## src/rtl/irqv_pkg.sv

```systemverilog
package irqv_pkg;

    typedef enum logic [2:0] {
        ST_RST   = 3'd0,
        ST_IDLE  = 3'd1,
        ST_STACK = 3'd2,
        ST_VHI   = 3'd3,
        ST_VLO   = 3'd4
    } seq_state_e;

    // winner codes: 0 reset, 1 software interrupt, 2+i hardware source i
    localparam int CODE_RESET = 0;
    localparam int CODE_SWI   = 1;
    localparam int CODE_HW0   = 2;

endpackage

```

## src/rtl/irqv_prio.sv

```systemverilog
module irqv_prio #(
    parameter int N  = 3,
    parameter int IW = (N > 1) ? $clog2(N) : 1
) (
    input  logic [N-1:0]  req,
    output logic          any,
    output logic [IW-1:0] idx
);
    // lowest set bit wins: it maps to the highest vector address
    always_comb begin
        idx = '0;
        for (int i = N - 1; i >= 0; i--) begin
            if (req[i]) idx = IW'(i);
        end
    end

    assign any = |req;
endmodule

```

## src/rtl/irqv_vecgen.sv

```systemverilog
module irqv_vecgen #(
    parameter int              AW      = 16,
    parameter int              CODE_W  = 3,
    parameter logic [AW-1:0]   VEC_TOP = 16'h3FFE
) (
    input  logic [CODE_W-1:0] code,
    input  logic              lo_byte,
    input  logic              en,
    output logic [AW-1:0]     addr
);
    logic [AW-1:0] base;

    always_comb begin
        base = VEC_TOP - (AW'(code) << 1);
        addr = en ? (base + AW'(lo_byte)) : '0;
    end
endmodule

```

## src/rtl/irq_vector_arbiter.sv

```systemverilog
module irq_vector_arbiter
    import irqv_pkg::*;
#(
    parameter int            NUM_HW  = 3,
    parameter int            AW      = 16,
    parameter logic [AW-1:0] VEC_TOP = 16'h3FFE
) (
    input  logic              clk,
    input  logic              rst_n,
    input  logic              rst_req,
    input  logic              swi_req,
    input  logic              insn_done,
    input  logic              stack_done,
    input  logic              i_mask,
    input  logic [NUM_HW-1:0] hw_flag,
    input  logic [NUM_HW-1:0] hw_en,
    output logic              irq_take,
    output logic              vec_valid,
    output logic [AW-1:0]     vec_addr
);
    localparam int CODE_W = $clog2(NUM_HW + CODE_HW0);
    localparam int IW     = (NUM_HW > 1) ? $clog2(NUM_HW) : 1;

    typedef struct packed {
        seq_state_e        st;
        logic              swi;
        logic [NUM_HW-1:0] bpend;
        logic [CODE_W-1:0] win;
    } arb_reg_t;

    arb_reg_t r_d, r_q;

    logic [NUM_HW-1:0] pend_now;
    logic              want;
    logic              now_any, bnd_any;
    logic [IW-1:0]     now_idx, bnd_idx;
    logic              idle_w;

    assign pend_now = hw_flag & hw_en;
    assign want     = swi_req | (~i_mask & (|pend_now));
    assign idle_w   = (r_q.st == ST_IDLE);
    assign irq_take = ~rst_req & idle_w & insn_done & want;

    irqv_prio #(.N(NUM_HW), .IW(IW)) prio_now_i (
        .req (pend_now),
        .any (now_any),
        .idx (now_idx)
    );

    irqv_prio #(.N(NUM_HW), .IW(IW)) prio_bnd_i (
        .req (r_q.bpend),
        .any (bnd_any),
        .idx (bnd_idx)
    );

    always_comb begin
        r_d = r_q;
        unique case (r_q.st)
            ST_RST: begin
                r_d.win = CODE_W'(CODE_RESET);
                r_d.st  = ST_VHI;
            end
            ST_IDLE: begin
                if (irq_take) begin
                    r_d.st    = ST_STACK;
                    r_d.swi   = swi_req;
                    r_d.bpend = pend_now;
                end
            end
            ST_STACK: begin
                if (stack_done) begin
                    if (r_q.swi)
                        r_d.win = CODE_W'(CODE_SWI);
                    else if (now_any)
                        r_d.win = CODE_W'(CODE_HW0) + CODE_W'(now_idx);
                    else
                        r_d.win = CODE_W'(CODE_HW0) + CODE_W'(bnd_idx);
                    r_d.st = ST_VHI;
                end
            end
            ST_VHI:  r_d.st = ST_VLO;
            ST_VLO:  r_d.st = ST_IDLE;
            default: r_d.st = ST_RST;
        endcase
        if (rst_req) r_d.st = ST_RST;
    end

    always_ff @(posedge clk or negedge rst_n) begin
        if (!rst_n) begin
            r_q.st    <= ST_RST;
            r_q.swi   <= 1'b0;
            r_q.bpend <= '0;
            r_q.win   <= '0;
        end else begin
            r_q <= r_d;
        end
    end

    assign vec_valid = (r_q.st == ST_VHI) || (r_q.st == ST_VLO);

    irqv_vecgen #(.AW(AW), .CODE_W(CODE_W), .VEC_TOP(VEC_TOP)) vecgen_i (
        .code    (r_q.win),
        .lo_byte (r_q.st == ST_VLO),
        .en      (vec_valid),
        .addr    (vec_addr)
    );

    // bnd_any is kept for symmetry of the two arbiters
    logic unused_w;
    assign unused_w = bnd_any;
endmodule

```

## config.mk

```make
export PLATFORM = sky130hd
export DESIGN_NAME = irq_vector_arbiter
export DESIGN_NICKNAME = d
export VERILOG_FILES = /design/src/rtl/irqv_pkg.sv /design/src/rtl/irqv_prio.sv /design/src/rtl/irqv_vecgen.sv /design/src/rtl/irq_vector_arbiter.sv
export SDC_FILE = /design/constraint.sdc
export NUM_CORES = 1
export LEC_CHECK = 0
export BUFFER_PORTS_ARGS = -buffer_cell sky130_fd_sc_hd__clkbuf_2
export CORE_MARGIN = 4
export CORE_UTILIZATION = 44
export DETAILED_ROUTE_END_ITERATION = 7
export PLACE_DENSITY = 0.76
export SETUP_SLACK_MARGIN = 0.4
export SYNTH_ARGS = -nofsm -noshare
export SYNTH_HDL_FRONTEND = slang
export SYNTH_SLANG_ARGS = --single-unit
```

## constraint.sdc

```tcl
create_clock -name clk -period 1.9 [get_ports clk]
set_clock_uncertainty 0.15 [all_clocks]
set_input_delay 0.19 -clock clk [delete_from_list [all_inputs] [get_ports clk]]
set_output_delay 0.19 -clock clk [all_outputs]
set_load 0.005 [all_outputs]
```

==> results of run 1 <==
metrics by stage:
| stage | cell area (sq um) | util, % |
|---|---|---|
| 2_1_floorplan | 666 | - |
| 3_3_place_gp | 734 | 53.8 |
| 3_5_place_dp | 734 | 53.8 |
| 4_1_cts | 843 | 61.7 |
| 5_1_grt | 900 | 65.8 |
| 6_report | 900 | 65.8 |
how the worst max path moves through the flow:
| stage | from | to | slack, ns | depth (start not counted) |
|---|---|---|---|---|
| after global placement | r_q[8] | vec_addr[11] | 0.33 | 4 |
| after CTS | r_q[9] | vec_addr[5] | 0.22 | 4 |
| after global routing | r_q[9] | irq_take | 0.15 | 4 |
| after floorplan | r_q[7] | vec_addr[10] | 0.41 | 4 |
| after detailed placement | r_q[8] | vec_addr[5] | 0.31 | 4 |
| final | r_q[9] | irq_take | 0.22 | 4 |
cells by family after synthesis:
group                  after synthesis
buffers and inverters               16
other                                1
AOI/OAI and AO/OA                   18
DFF                                 10
and+or+nand+nor                     25
muxes                                2
cell usage after synthesis:
cell / number
buf_4: 12
o21ai_0: 5
mux2i_1: 1
a32o_1: 1
o211ai_1: 1
nor3b_1: 1
a21oi_1: 3
mux2_4: 1
nor2_4: 1
o311ai_0: 1
o22a_1: 1
o21a_2: 1
nor3_4: 1
o31ai_1: 1
nand3_4: 1
conb_1: 1
a222oi_1: 1
a22o_1: 1
and2_2: 1
a31o_2: 1
and3b_1: 1
o32ai_1: 1
dfrtp_1: 10
inv_1: 4
nand2b_1: 1
nor2b_1: 3
nand2_1: 8
nor2_1: 7
report_power, final:
group          internal [mW]  total [mW]  switching, mW  leakage, nW
sequential             0.264       0.318         0.0532        0.121
clock                 0.0729       0.139         0.0663       0.0138
combinational          0.149       0.285          0.136        0.325
per-layer routing:
layer | global-route usage (%) | part of all wire (%)
met3 | 3.83 | 8.5
met4 | 13.3 | 3.0
met2 | 26.6 | 47
met5 | 0 | 0
met1 | 18.9 | 42
critical path: stages (launching register included):
cell,delay (ns)
dfrtp_2,0.47
nor3_4,0.26
nand3_4,0.12
nor2_4,0.12
clkbuf_2,0.12
cell type report:
cell class,instances,area (sq um)
sequential,10,254
tap,15,18.8
fill,117,467
inverter,4,17.5
multi-input combinational,47,355
clock buffer,3,22.5
timing repair buffer,38,231
timing repair:
action	CTS	global route
setup endpoints to repair	17	21
buffers inserted	7	2
hold endpoints to repair	10	0
gates resized for setup	8	11
pin swaps	4	3
hold buffers	1	0
==> key figures, run 1 <==
Flow run
  • Maxcap violations: 0

Synthesis
  • FF+latch count, synth: 10
  • Top cell type's share of synthesized area: between 30% and 40%
  • Mux cell area share after synthesis: 3.78%
  • Yosys warnings: 0
  • Post-Syn Area: between 600 and 700 sq um
  • XOR/XNOR Fraction of Synth Area: 0%
  • Netlist cell types: 28
  • Top cell type by total area after synthesis: dfrtp_1
  • Post-Syn Area per Cell: a little over 9 sq um
  • Adder-Cell Fraction of Synth Area: 0%
  • Area contributors post-synth: dfrtp_1, buf_4, nand2_1
  • Post-synthesis compound-gate area fraction: 19.3%
  • Post-synthesis simple-gate area fraction: 22.7%
  • Seq/Total Area, Yosys: between 30 and 40%
  • Main combinational cell family by area after synthesis: simple AND/OR/NAND/NOR gates
  • Synthesized netlist cell count: 72

Finish
  • Fraction of layout cells with a size suffix above 1: 55.9%
  • ANT cells: 0
  • Layout area overhead: 35.9%
  • Max FFs per register: 10
  • Most frequent cells in the layout: clkbuf_2, nand2_1, nor2_1, dfrtp_1, buf_4
  • Most common cell after layout, fill and taps aside: clkbuf_2
  • Largest reg by FF count: r_q
  • Largest regs: r_q x10
  • Cell Count, Final, Fillers Out: 117
  • Nets: ~120

Critical path
  • WP data arrival: between 1 and 1.5 ns
  • CP Data Required Time: roughly 1.6 ns
  • Endpoint type of the worst setup path: output port
  • R2R depth: 5
  • Reg2Reg Setup Slack: between 0.2 and 0.3 ns
  • Startpoint types: register
  • Critical R2R Launch: r_q[9]
  • Crit Path Class: register to output port
  • Max FO, Critical Path: 4
  • Reg2reg end: r_q[4]

Clock tree
  • CTS tree: yes
  • CTS clk-pin slew, worst paths: approximately 0.06 ns
  • Clk_lat worst skew: 0.26 ns
  • CTS Buffer Depth: 2
  • Root Driver: clkbuf_4
  • Clk sinks: 10
  • CTS Buf Count: 3
  • H-tree depth: 1

STA
  • RSZ-0062 raised after global routing: true
  • F_max: a little under 600 MHz
  • Max-slew violations: 0
  • Final setup margin: approximately 0.22 ns
  • Final Hold Vio Count: 0
  • Final setup violation count: 0
  • Final period util: between 80% and 90%
  • Hold WS: about 0.05 ns
  • Setup Total Neg Slack: 0 ns
  • Post-route minimum period: between 1.5 and 2 ns

Detailed routing
  • DRT iter0 DRCs: 17
  • Drt drc: 0
  • Routed len/inst: roughly 14 um
  • First-pass detailed-route iteration total: 5
  • Post-route ant nets: 0
  • Routed Wire Length: 1620 um
  • Via density: 5.22
  • Vias: ~610

Floorplanning
  • Initial core utilization: approximately half
  • Core Region: roughly 0.0014 sq mm
  • DIE AREA: approximately 0.0022 sq mm
  • Chip Width: 46.8 um
  • Num rows: 13
  • Die Ht: about 47 um
  • I/O pin count: 31

Min path
  • Hold Path Stages: 2
  • Hold Path Sink: r_q[8]
  • Hold Crit Start: rst_req
  • Worst min path class: input pin to register

Global route
  • Antenna violations before repair: 0
  • Vias in the first global route: a little over 600
  • GR Util All Layers: about 17%
  • Largest net degree at the start of global routing: 12
  • GRT overflow: 0
  • Global-route wire length before repair: between 2000 and 2500 um

Placed design
  • Placed insts: about 100
  • Port Buffers: 28
  • Post-DP HPWL: 1140 um
  • Gpl congestion: approximately 0.77
  • Setup WS pre-CTS: just over 0.3 ns

Power
  • Final Total Pwr: between 0.7 and 0.8 mW
  • Peak VDD IR: a little under 0.5 mV
  • PD cells: roughly 820 mW/mm^2
  • Leak Pwr: around 0.46 nW

Run status
  • Outcome: completed
No activity file was read; power rests on OpenSTA's default activity.
==> inputs of run 2 (changes only) <==
CORE_UTILIZATION = 40   (was 44)
CTS_BUF_LIST = sky130_fd_sc_hd__clkbuf_16   (was default)
PLACE_DENSITY = 0.7   (was 0.76)
==> key figures, run 2 (same netlist as run 1, synthesis figures left out) <==
Run status
  • Outcome: completed

Detailed routing
  • Vias: ~630
  • Post-route ant nets: 0
  • Routed len/inst: around 14 um
  • First-pass detailed-route iteration total: 6
  • Routed Wire Length: ~1700 um
  • Via density: between 5 and 6
  • DRT iter0 DRCs: 11
  • Drt drc: 0

STA
  • Final setup violation count: 0
  • Final setup margin: roughly 0.23 ns
  • Setup Total Neg Slack: 0 ns
  • RSZ-0062 raised after global routing: true
  • Final period util: around 90%
  • Post-route minimum period: approximately 1.7 ns
  • Worst-Margin Slew: 0.551 ns
  • Final Hold Vio Count: 0
  • Max_slew headroom: a little over three fifths
  • F_max: 600 MHz
  • Max-slew violations: 0

Floorplanning
  • Core Region: between 0.0015 and 0.002 sq mm
  • Initial core utilization: 42.9%
  • Num rows: 14
  • Chip Width: a little under 50 um
  • I/O pin count: 31
  • Die Ht: roughly 50 um
  • DIE AREA: ~0.0024 sq mm

Critical path
  • Reg2reg end: r_q[4]
  • Endpoint type of the worst setup path: output port
  • Worst setup path start: r_q[9]
  • CP endpoint: vec_addr[12]
  • Startpoint types: register
  • Critical R2R Launch: r_q[9]
  • R2R depth: 5
  • Crit Path Class: register to output port
  • WP data arrival: around 1.3 ns
  • Max FO, Critical Path: 11
  • Reg2Reg Setup Slack: around 0.28 ns
  • CP Data Required Time: between 1.5 and 2 ns

Power
  • PD cells: 1030 mW/mm^2
  • Comb pwr share: between 20% and 30%
  • Internal cell power: roughly 0.69 mW
  • NetSw: between 0.2 and 0.3 mW
  • Reg power frac: about a third
  • Switching share of power: 30.0%
  • Clock power share: roughly 38%
  • Leak Pwr: ~0.48 nW
  • Peak VDD IR: between 0.7 and 0.8 mV

Clock tree
  • Root Driver: clkbuf_16
  • H-tree depth: 1
  • CTS Buf Count: 3
  • CTS tree: yes
  • CTS clk-pin slew, worst paths: 0.04 ns
  • CTS Buffer Depth: 2
  • Clk sinks: 10
  • Clk_lat worst skew: 0.24 ns

Flow run
  • Maxcap violations: 0

Placed design
  • Gpl congestion: 0.759
  • Setup WS pre-CTS: approximately 0.29 ns
  • Post-DP HPWL: around 1100 um
  • Placed insts: about 110
  • Port Buffers: 28

Global route
  • GRT overflow: 0
  • Vias in the first global route: a little under 600
  • Antenna violations before repair: 0
  • Global-route wire length before repair: roughly 2600 um
  • GR Util All Layers: ~14%
  • Largest net degree at the start of global routing: 12

Finish
  • Fraction of layout cells with a size suffix above 1: a little over half
  • Max FFs per register: 10
  • Fill cells: 125
  • Most frequent cells in the layout: clkbuf_2, nand2_1, nor2_1, dfrtp_1, buf_4
  • Cell Count, Final, Fillers Out: ~120
  • ANT cells: 0
  • Layout area overhead: 45.0%
  • Largest regs: r_q x10
  • Most common cell after layout, fill and taps aside: clkbuf_2
  • Nets: between 100 and 150
  • Largest reg by FF count: r_q

Min path
  • Hold Crit Start: rst_req
  • Worst min path class: input pin to register
==> run 2: changes by cell type in the layout (fill, tap and decap cells not counted), sizes merged <==
cell    delta
clkinv     +1
buf        -2
clkbuf     +1
==> run 2: worst max-delay path, cell delays in order (launching register included) <==
cell and delay, ns:
dfrtp_2 0.46, nor3b_4 0.18, a21oi_2 0.20, inv_2 0.12, clkbuf_2 0.13
==> run 2: final cells by class <==
class                           instances  area, sq um  share of cell area [%]
Inverter                                4         15.0                    1.56
Clock inverter                          1         3.75                   0.391
Sequential cell                        10          254                    26.5
Clock buffer                            3         75.1                    7.82
Tap cell                               16         20.0                    2.09
Multi-Input combinational cell         47          364                    37.9
Timing Repair Buffer                   37          228                    23.7
==> run 2: power by group through the flow <==
stage / clock, mW / sequential, mW / combinational (mW)
4_1_cts: 0.383 / 0.315 / 0.253
5_1_grt: 0.396 / 0.326 / 0.326
2_1_floorplan: 0 / 0.300 / 0.186
3_5_place_dp: 0 / 0.313 / 0.228
3_3_place_gp: 0 / 0.310 / 0.223
6_report: 0.377 / 0.320 / 0.295
==> run 2: routing by layer <==
metal	vias up	global-route usage [%]	wire (um)
met5	-	0	0
met4	0	8.52	33
met3	4	3.99	119
met2	26	23.0	847
met1	301	15.9	657
li1	300	-	-
==> run 2: worst min path at each step <==
stage | endpoint | depth (start not counted)
4_1_cts | r_q[8] | 2
6_report | r_q[8] | 2
3_3_place_gp | r_q[9] | 1
5_1_grt | r_q[3] | 3
2_1_floorplan | r_q[0] | 0
3_5_place_dp | r_q[9] | 1
==> run 2: per-stage QoR <==
stage	total power [mW]	area (sq um)	utilization (%)	hold WS (ns)
2_1_floorplan	0.486	666	-	-0.256
3_3_place_gp	0.533	736	47.7	-0.0771
3_5_place_dp	0.541	736	47.7	-0.0766
4_1_cts	0.950	886	57.5	0.0837
5_1_grt	1.05	960	62.3	0.0987
6_report	0.992	960	62.3	0.0804
==> run 2: repair_timing <==
action / in CTS / in global routing
setup buffers: 5 / 3
endpoints found under the hold margin: 10 / 0
hold buffers: 1 / 0
pin swaps: 4 / 6
resized for setup: 8 / 11
endpoints found under the setup margin: 16 / 19
